**config.mk**
```make
export PLATFORM = sky130hd
export DESIGN_NAME = dual_interval_timer
export DESIGN_NICKNAME = d
export VERILOG_FILES = /design/src/rtl/dit_pkg.sv /design/src/rtl/dit_tick_gen.sv /design/src/rtl/dit_channel.sv /design/src/rtl/dual_interval_timer.sv
export SDC_FILE = /design/constraint.sdc
export NUM_CORES = 1
export LEC_CHECK = 0
export ABC_CLOCK_PERIOD_IN_PS = 3600
export BUFFER_PORTS_ARGS = -buffer_cell sky130_fd_sc_hd__buf_2
export CORE_MARGIN = 2
export CORE_UTILIZATION = 45
export CTS_BUF_LIST = sky130_fd_sc_hd__clkbuf_16
export CTS_CLUSTER_SIZE = 12
export DETAILED_ROUTE_END_ITERATION = 16
export PLACE_DENSITY = 0.67
export SETUP_SLACK_MARGIN = 0.4
export SLEW_MARGIN = 15
export SYNTH_ARGS = -nofsm -noshare
export SYNTH_HDL_FRONTEND = slang
export SYNTH_SLANG_ARGS = --single-unit
```
**constraint.sdc**
```tcl
create_clock -name clk -period 3.6 [get_ports clk]
set_input_delay 0.18 -clock clk [delete_from_list [all_inputs] [get_ports clk]]
set_output_delay 0.18 -clock clk [all_outputs]
set_load 0.02 [all_outputs]
```
**src/rtl/dit_pkg.sv**
```systemverilog
package dit_pkg;
    localparam int WORD_W      = 32;
    localparam int FLAG_ARM    = 31;
    localparam int FLAG_CLEAR  = 30;
    localparam int FLAG_PERIOD = 29;

    typedef enum logic [1:0] {
        CH_IDLE = 2'd0,
        CH_RUN  = 2'd1,
        CH_HELD = 2'd2
    } ch_state_e;
endpackage

```
**src/rtl/dit_tick_gen.sv**
```systemverilog
module dit_tick_gen #(
    parameter int DIV = 200
) (
    input  logic clk,
    input  logic rst_n,
    output logic tick
);
    generate
        if (DIV <= 1) begin : g_pass
            assign tick = 1'b1;
        end else begin : g_div
            localparam int CW = $clog2(DIV);
            localparam logic [CW-1:0] LAST = CW'(DIV - 1);
            logic [CW-1:0] cnt_q;

            always_ff @(posedge clk or negedge rst_n) begin
                if (!rst_n)             cnt_q <= '0;
                else if (cnt_q == LAST) cnt_q <= '0;
                else                    cnt_q <= cnt_q + 1'b1;
            end

            assign tick = (cnt_q == LAST);

            // ticks are isolated pulses when dividing
            a_r2_tick_isolated: assert property (@(posedge clk) disable iff (!rst_n)
                tick |=> !tick);
        end
    endgenerate
endmodule

```
**src/rtl/dit_channel.sv**
```systemverilog
module dit_channel
    import dit_pkg::*;
#(
    parameter int CNT_W = 29
) (
    input  logic              clk,
    input  logic              rst_n,
    input  logic              tick,
    input  logic              lim_wr,
    input  logic [WORD_W-1:0] lim_wdata,
    input  logic              lim_rd,
    output logic [CNT_W-1:0]  count,
    output logic [WORD_W-1:0] limit,
    output logic              irq
);
    ch_state_e         state_q, state_d;
    logic [CNT_W-1:0]  count_q, count_d;
    logic [WORD_W-1:0] lim_q;
    logic              irq_q;
    logic              fire;
    logic [CNT_W:0]    step;
    logic [CNT_W-1:0]  term;
    logic [CNT_W-1:0]  new_term;

    assign term     = lim_q[CNT_W-1:0];
    assign new_term = lim_wdata[CNT_W-1:0];
    assign step     = {1'b0, count_q} + 1'b1;

    // state register
    always_ff @(posedge clk or negedge rst_n) begin
        if (!rst_n) begin
            state_q <= CH_IDLE;
            count_q <= '0;
            lim_q   <= '0;
        end else begin
            state_q <= state_d;
            count_q <= count_d;
            if (lim_wr) lim_q <= lim_wdata;
        end
    end

    // next state and count
    always_comb begin
        state_d = state_q;
        count_d = count_q;
        fire    = 1'b0;
        if (lim_wr) begin
            if (lim_wdata[FLAG_CLEAR]) count_d = '0;
            state_d = (lim_wdata[FLAG_ARM] && new_term != '0) ? CH_RUN : CH_IDLE;
        end else begin
            unique case (state_q)
                CH_IDLE: ;
                CH_RUN: begin
                    if (tick) begin
                        if (step >= {1'b0, term}) begin
                            fire = 1'b1;
                            if (lim_q[FLAG_PERIOD]) begin
                                count_d = '0;
                            end else begin
                                count_d = term;
                                state_d = CH_HELD;
                            end
                        end else begin
                            count_d = step[CNT_W-1:0];
                        end
                    end
                end
                CH_HELD: ;
                default: state_d = CH_IDLE;
            endcase
        end
    end

    // interrupt output
    always_ff @(posedge clk or negedge rst_n) begin
        if (!rst_n)      irq_q <= 1'b0;
        else if (fire)   irq_q <= 1'b1;
        else if (lim_rd) irq_q <= 1'b0;
    end

    assign count = count_q;
    assign limit = lim_q;
    assign irq   = irq_q;

    a_r3_idle_frozen: assert property (@(posedge clk) disable iff (!rst_n)
        (state_q == CH_IDLE && !lim_wr) |=> ($stable(count_q) && !$rose(irq_q)));
    a_r8_zero_term_unarmed: assert property (@(posedge clk) disable iff (!rst_n)
        (term == '0) |-> (state_q != CH_RUN));
    a_r6_held_parked: assert property (@(posedge clk) disable iff (!rst_n)
        (state_q == CH_HELD && !lim_wr) |=> (state_q == CH_HELD && $stable(count_q)));
    a_r7_irq_level: assert property (@(posedge clk) disable iff (!rst_n)
        (irq_q && !lim_rd) |=> irq_q);
    a_r2_no_step_between_ticks: assert property (@(posedge clk) disable iff (!rst_n)
        (!tick && !lim_wr) |=> $stable(count_q));
    a_r4_clear_on_write: assert property (@(posedge clk) disable iff (!rst_n)
        (lim_wr && lim_wdata[FLAG_CLEAR]) |=> (count_q == '0));
endmodule

```
**src/rtl/dual_interval_timer.sv**
```systemverilog
module dual_interval_timer
    import dit_pkg::*;
#(
    parameter int CLK_HZ  = 200_000_000,
    parameter int TICK_HZ = 1_000_000,
    parameter int CNT_W   = 29
) (
    input  logic        clk,
    input  logic        rst_n,
    input  logic        bus_wr,
    input  logic        bus_rd,
    input  logic [1:0]  bus_addr,
    input  logic [31:0] bus_wdata,
    output logic [31:0] bus_rdata,
    output logic        irq0,
    output logic        irq1
);
    localparam int NUM_TMR = 2;
    localparam int DIV     = CLK_HZ / TICK_HZ;
    localparam int PAD_W   = WORD_W - CNT_W;

    logic                tick;
    logic [CNT_W-1:0]    cnt_arr [NUM_TMR];
    logic [WORD_W-1:0]   lim_arr [NUM_TMR];
    logic [NUM_TMR-1:0]  irq_vec;
    logic [WORD_W-1:0]   rd_mux;
    logic [WORD_W-1:0]   rdata_q;
    logic                sel_limit;
    logic                sel_tmr;

    assign sel_limit = bus_addr[0];
    assign sel_tmr   = bus_addr[1];

    dit_tick_gen #(.DIV(DIV)) u_tick (
        .clk   (clk),
        .rst_n (rst_n),
        .tick  (tick)
    );

    generate
        for (genvar t = 0; t < NUM_TMR; t++) begin : g_tmr
            logic hit;
            assign hit = sel_limit && (sel_tmr == 1'(t));
            dit_channel #(.CNT_W(CNT_W)) u_ch (
                .clk       (clk),
                .rst_n     (rst_n),
                .tick      (tick),
                .lim_wr    (bus_wr && hit),
                .lim_wdata (bus_wdata),
                .lim_rd    (bus_rd && hit),
                .count     (cnt_arr[t]),
                .limit     (lim_arr[t]),
                .irq       (irq_vec[t])
            );
        end
    endgenerate

    always_comb begin
        if (sel_limit) rd_mux = lim_arr[sel_tmr];
        else           rd_mux = {{PAD_W{1'b0}}, cnt_arr[sel_tmr]};
    end

    always_ff @(posedge clk or negedge rst_n) begin
        if (!rst_n)      rdata_q <= '0;
        else if (bus_rd) rdata_q <= rd_mux;
    end

    assign bus_rdata = rdata_q;
    assign irq0      = irq_vec[0];
    assign irq1      = irq_vec[1];

    a_r9_count_pad_zero: assert property (@(posedge clk) disable iff (!rst_n)
        (bus_rd && !bus_addr[0]) |=> (bus_rdata[WORD_W-1:CNT_W] == '0));
    a_r10_rdata_hold: assert property (@(posedge clk) disable iff (!rst_n)
        !bus_rd |=> $stable(bus_rdata));
endmodule

```
==> flow_metrics.env <==
export IMPL_grt_pass1_vias=9237
export IMPL_ys_ff_latch=168
export IMPL_die_w_um=156
export IMPL_htreeDepth=4
export IMPL_crit_slowest_cell="or4_4"
export IMPL_rows=55
export IMPL_slew_violations=0
export IMPL_switching_share_pct=30.4
export IMPL_synthArstFlopShare_pct=100
export IMPL_critical_path_buf_inv_count=6
export IMPL_antenna_cells=0
export IMPL_clock_skew_ps=11.8
export IMPL_wl_per_cell_um=22.4
export IMPL_period_minus_slack_ps=3810
export IMPL_muxShareOfSynthArea_pct=16.6
export IMPL_setup_viol=62
export IMPL_crit_path_cell_trace="buf_4 > buf_4 > and3_1 > nand3_2 > nor3_4 > buf_4 > nand3_1 > xnor2_1 > ha_1 > nand4_1 > or4_4 > nand3b_1 > o211ai_4 > buf_6 > nor4_4 > buf_4 > buf_6 > a22oi_2 > o21ai_1"
export IMPL_area_delta_synth_final_pct=34.6
export IMPL_clkTransAtPathRegs_ps=70
export IMPL_drtPass1Iterations=5
export IMPL_syn_nets=1069
export IMPL_overflow=0
export IMPL_clkPwrFrac_pct=36.8
export IMPL_maxSlewHeadroom_pct=24.3
export IMPL_fin_crit_sh_pct=106
export IMPL_ys_types=67
export IMPL_ant_nets=0
export IMPL_path_delay_family="simple AND/OR/NAND/NOR gates"
export IMPL_max_stage_delay_ps=540
export IMPL_max_freq_ghz=0.262
export IMPL_leakagePower_nw=6.55
export IMPL_design_area_mm2=0.0139
export IMPL_synth_compound_area_share_pct=10.2
export IMPL_synth_top_family_by_area="multiplexers"
export IMPL_fill_cells=1700
export IMPL_die_h_um=156
export IMPL_grt_pass1_wl_um=51700
export IMPL_cp_data_arrival_time_ps=4130
export IMPL_synth_xor_area_share_pct=4.99
export IMPL_ys_flop_type="dfrtp_1"
export IMPL_netlist_area_mm2=0.0104
export IMPL_p_sw_mw=1.58
export IMPL_clock_sinks=168
export IMPL_violations="setup timing"
export IMPL_portBuffers=71
export IMPL_worst_hold_slack_ps=3.18
export IMPL_cts_max_path_buffers=2
export IMPL_initial_utilization_pct=45.7
export IMPL_cts_tree="yes"
export IMPL_ios=72
export IMPL_cp_start_kind="flip-flop"
export IMPL_yosysSeqAreaShare_pct=40.6
export IMPL_hold_path_class="input port to flip-flop"
export IMPL_internal_power_mw=3.63
export IMPL_endpoint_kind="flip-flop"
export IMPL_outcome="finished, violations left"
export IMPL_finalNetCount=1309
export IMPL_cp_common_cell="buf_4"
export IMPL_cp_required_ps=3920
export IMPL_drv_cap=0
export IMPL_core_area_mm2=0.0226
export IMPL_clkLatencyLatePin_ps=450
export IMPL_hold_violations=0
export IMPL_avgSynthCellArea_um2=10.7
export IMPL_globalRouteTotalUtil_pct=28.0
export IMPL_vias=9149
export IMPL_synthCells=970
export IMPL_antenna_found_initial=2
export IMPL_post_dp_cell_area_mm2=0.0121
export IMPL_grt_max_degree=94
export IMPL_drive_gt1_share_pct=44.9
export IMPL_first_iter_violations=695
export IMPL_cts_buffers=17
export IMPL_max_vdd_ir_drop_uv=321
export IMPL_synth_adder_area_share_pct=7.37
export IMPL_dp_hpwl_um=22000
export IMPL_crit_fanout=6
export IMPL_cts_root_buf="clkbuf_16"
export IMPL_die_area_mm2=0.0242
export IMPL_synth_edf_count=0
export IMPL_p_per_area_mw_per_mm2=374
export IMPL_vias_per_cell=6.07
export IMPL_fin_util_pct=61.6
export IMPL_tightest_slew_ps=1130
export IMPL_share_comb_of_total_power_pct=18.6
export IMPL_seqPwrFrac_pct=44.6
export IMPL_wirelength_um=33700
export IMPL_rsz0062_at_grt="true"
export IMPL_setup_ws_ps=-211
export IMPL_synth_simple_area_share_pct=15.4
export IMPL_path_class="flip-flop to flip-flop"
export IMPL_globalplace_congestion=0.902
export IMPL_drc=0
export IMPL_ys_warn_count=0
-- worst paths after layout --
check | from | end | slack, ps | depth (start not counted)
hold / removal | bus_wdata[26] | g_tmr[0].u_ch.limit[26] | 3 | 2
hold reg to reg | u_tick.g_div.cnt_q[0] | u_tick.g_div.cnt_q[0] | 470 | 1
setup reg to reg | g_tmr[0].u_ch.count[0] | g_tmr[0].u_ch.count[21] | -210 | 19
setup / recovery | g_tmr[0].u_ch.count[0] | g_tmr[0].u_ch.count[21] | -210 | 19
max in group asynchronous | rst_n | g_tmr[1].u_ch.count[22] | 2320 | 3
min in group asynchronous | rst_n | u_tick.g_div.cnt_q[6] | 330 | 2
-- cells in the final DEF, fill, tap and decap left out, drive strengths merged, types with 11 or more instances in the layout --
cell type,instances
buf,257
dfrtp,168
nand2,92
mux2,91
inv,81
nand3,71
ha,61
xnor2,43
o211ai,30
mux4,29
a21oi,29
o21ai,29
nor2,26
nand4,25
and3,19
clkbuf,17
xor2,16
a22oi,15
and4,13
nor4,11
-- flip-flops by register name, indices dropped and copies added (netlist names) --
name and count:
bus_rdata 32, g_tmr.u_ch.count 58, g_tmr.u_ch.irq 2, g_tmr.u_ch.limit 64, g_tmr.u_ch.state_q 4, u_tick.g_div.cnt_q 8
-- synth_stat cells (6+ instances only) --
cell / count / share of area [%]
nand3b_1: 6 / 0.44
nor3_1: 9 / 0.44
nor4_1: 8 / 0.48
mux2_2: 91 / 9.9
nand3_1: 68 / 3.3
ha_1: 61 / 7.4
xor2_1: 16 / 1.4
a22oi_1: 15 / 1.1
clkbuf_1: 21 / 0.76
o21ai_1: 15 / 0.73
inv_1: 76 / 2.8
xnor2_1: 43 / 3.6
nand4_1: 23 / 1.4
o211ai_1: 29 / 2.1
buf_1: 7 / 0.25
o221ai_2: 6 / 0.87
mux4_2: 28 / 6.1
a21oi_1: 29 / 1.4
nor2_1: 26 / 0.94
and4_1: 13 / 1.1
dfrtp_1: 168 / 41
and3_1: 19 / 1.1
o21ai_0: 14 / 0.68
nand2_1: 90 / 3.3
and2_1: 7 / 0.42
buf_2: 10 / 0.48
-- timing repair --
item                                    in CTS  in global routing
endpoints found under the hold margin       80                  0
cloned                                      10                  0
hold buffers                                 4                  0
pin swaps                                   42                 41
setup buffers                               37                 12
endpoints found under the setup margin      64                 64
resized for setup                           99                 35
-- per-layer routing --
| metal | part of all wire, % | routed length, µm | vias to the layer above | track usage (%) |
|---|---|---|---|---|
| met3 | 6.2 | 2110 | 123 | 5.36 |
| li1 | - | - | 4048 | - |
| met5 | 0 | 0 | - | 0 |
| met1 | 41 | 13900 | 4586 | 36.4 |
| met2 | 48 | 16100 | 392 | 45.4 |
| met4 | 4.8 | 1630 | 0 | 13.2 |
-- cell families (layout without fill, tap and decap cells) --
kind of cell	count (synthesis)	in the layout
mux	124	124
compound gates	145	145
xor+xnor	59	59
simple gates	293	297
buf+inv	120	369
fa+ha+maj	61	61
flops	168	168
-- cell type report --
type	count	area, µm²	share of cell area [%]
Clock inverter	15	175	1.26
Tap cell	285	357	2.56
Sequential cell	168	4200	30.2
Timing Repair Buffer	261	2090	15.0
Multi-Input combinational cell	686	6400	45.9
Inverter	76	285	2.05
Clock buffer	17	425	3.05
-- power groups by stage --
stage | clock network [mW] | registers [mW] | logic [mW]
floorplan | 0 | 2.34 | 0.513
global placement | 0 | 2.34 | 0.897
detailed placement | 0 | 2.34 | 0.920
CTS | 1.93 | 2.31 | 0.947
global route | 2.01 | 2.34 | 1.05
finish | 1.92 | 2.33 | 0.970
-- worst reg2reg max path: stages (launching register included) --
cell,delay [ps]
dfrtp_1,350
buf_4,110
buf_4,120
and3_1,230
nand3_2,130
nor3_4,220
buf_4,180
nand3_1,100
xnor2_1,170
ha_1,330
nand4_1,150
or4_4,540
nand3b_1,220
o211ai_4,130
buf_6,130
nor4_4,30
buf_4,180
buf_6,140
a22oi_2,140
o21ai_1,90
-- metrics by stage --
| stage | TNS, ps | power [mW] | instances | setup slack [ps] |
|---|---|---|---|---|
| floorplan | 0 | 2.85 | 970 | 213 |
| global placement | -10100 | 3.23 | 1413 | -381 |
| detailed placement | -11000 | 3.26 | 1413 | -429 |
| CTS | -983 | 5.19 | 1496 | -72.4 |
| global route | -16980 | 5.40 | 1508 | -387 |
| finish | -8410 | 5.22 | 1508 | -211 |
Power figures use the tool's default switching activity.
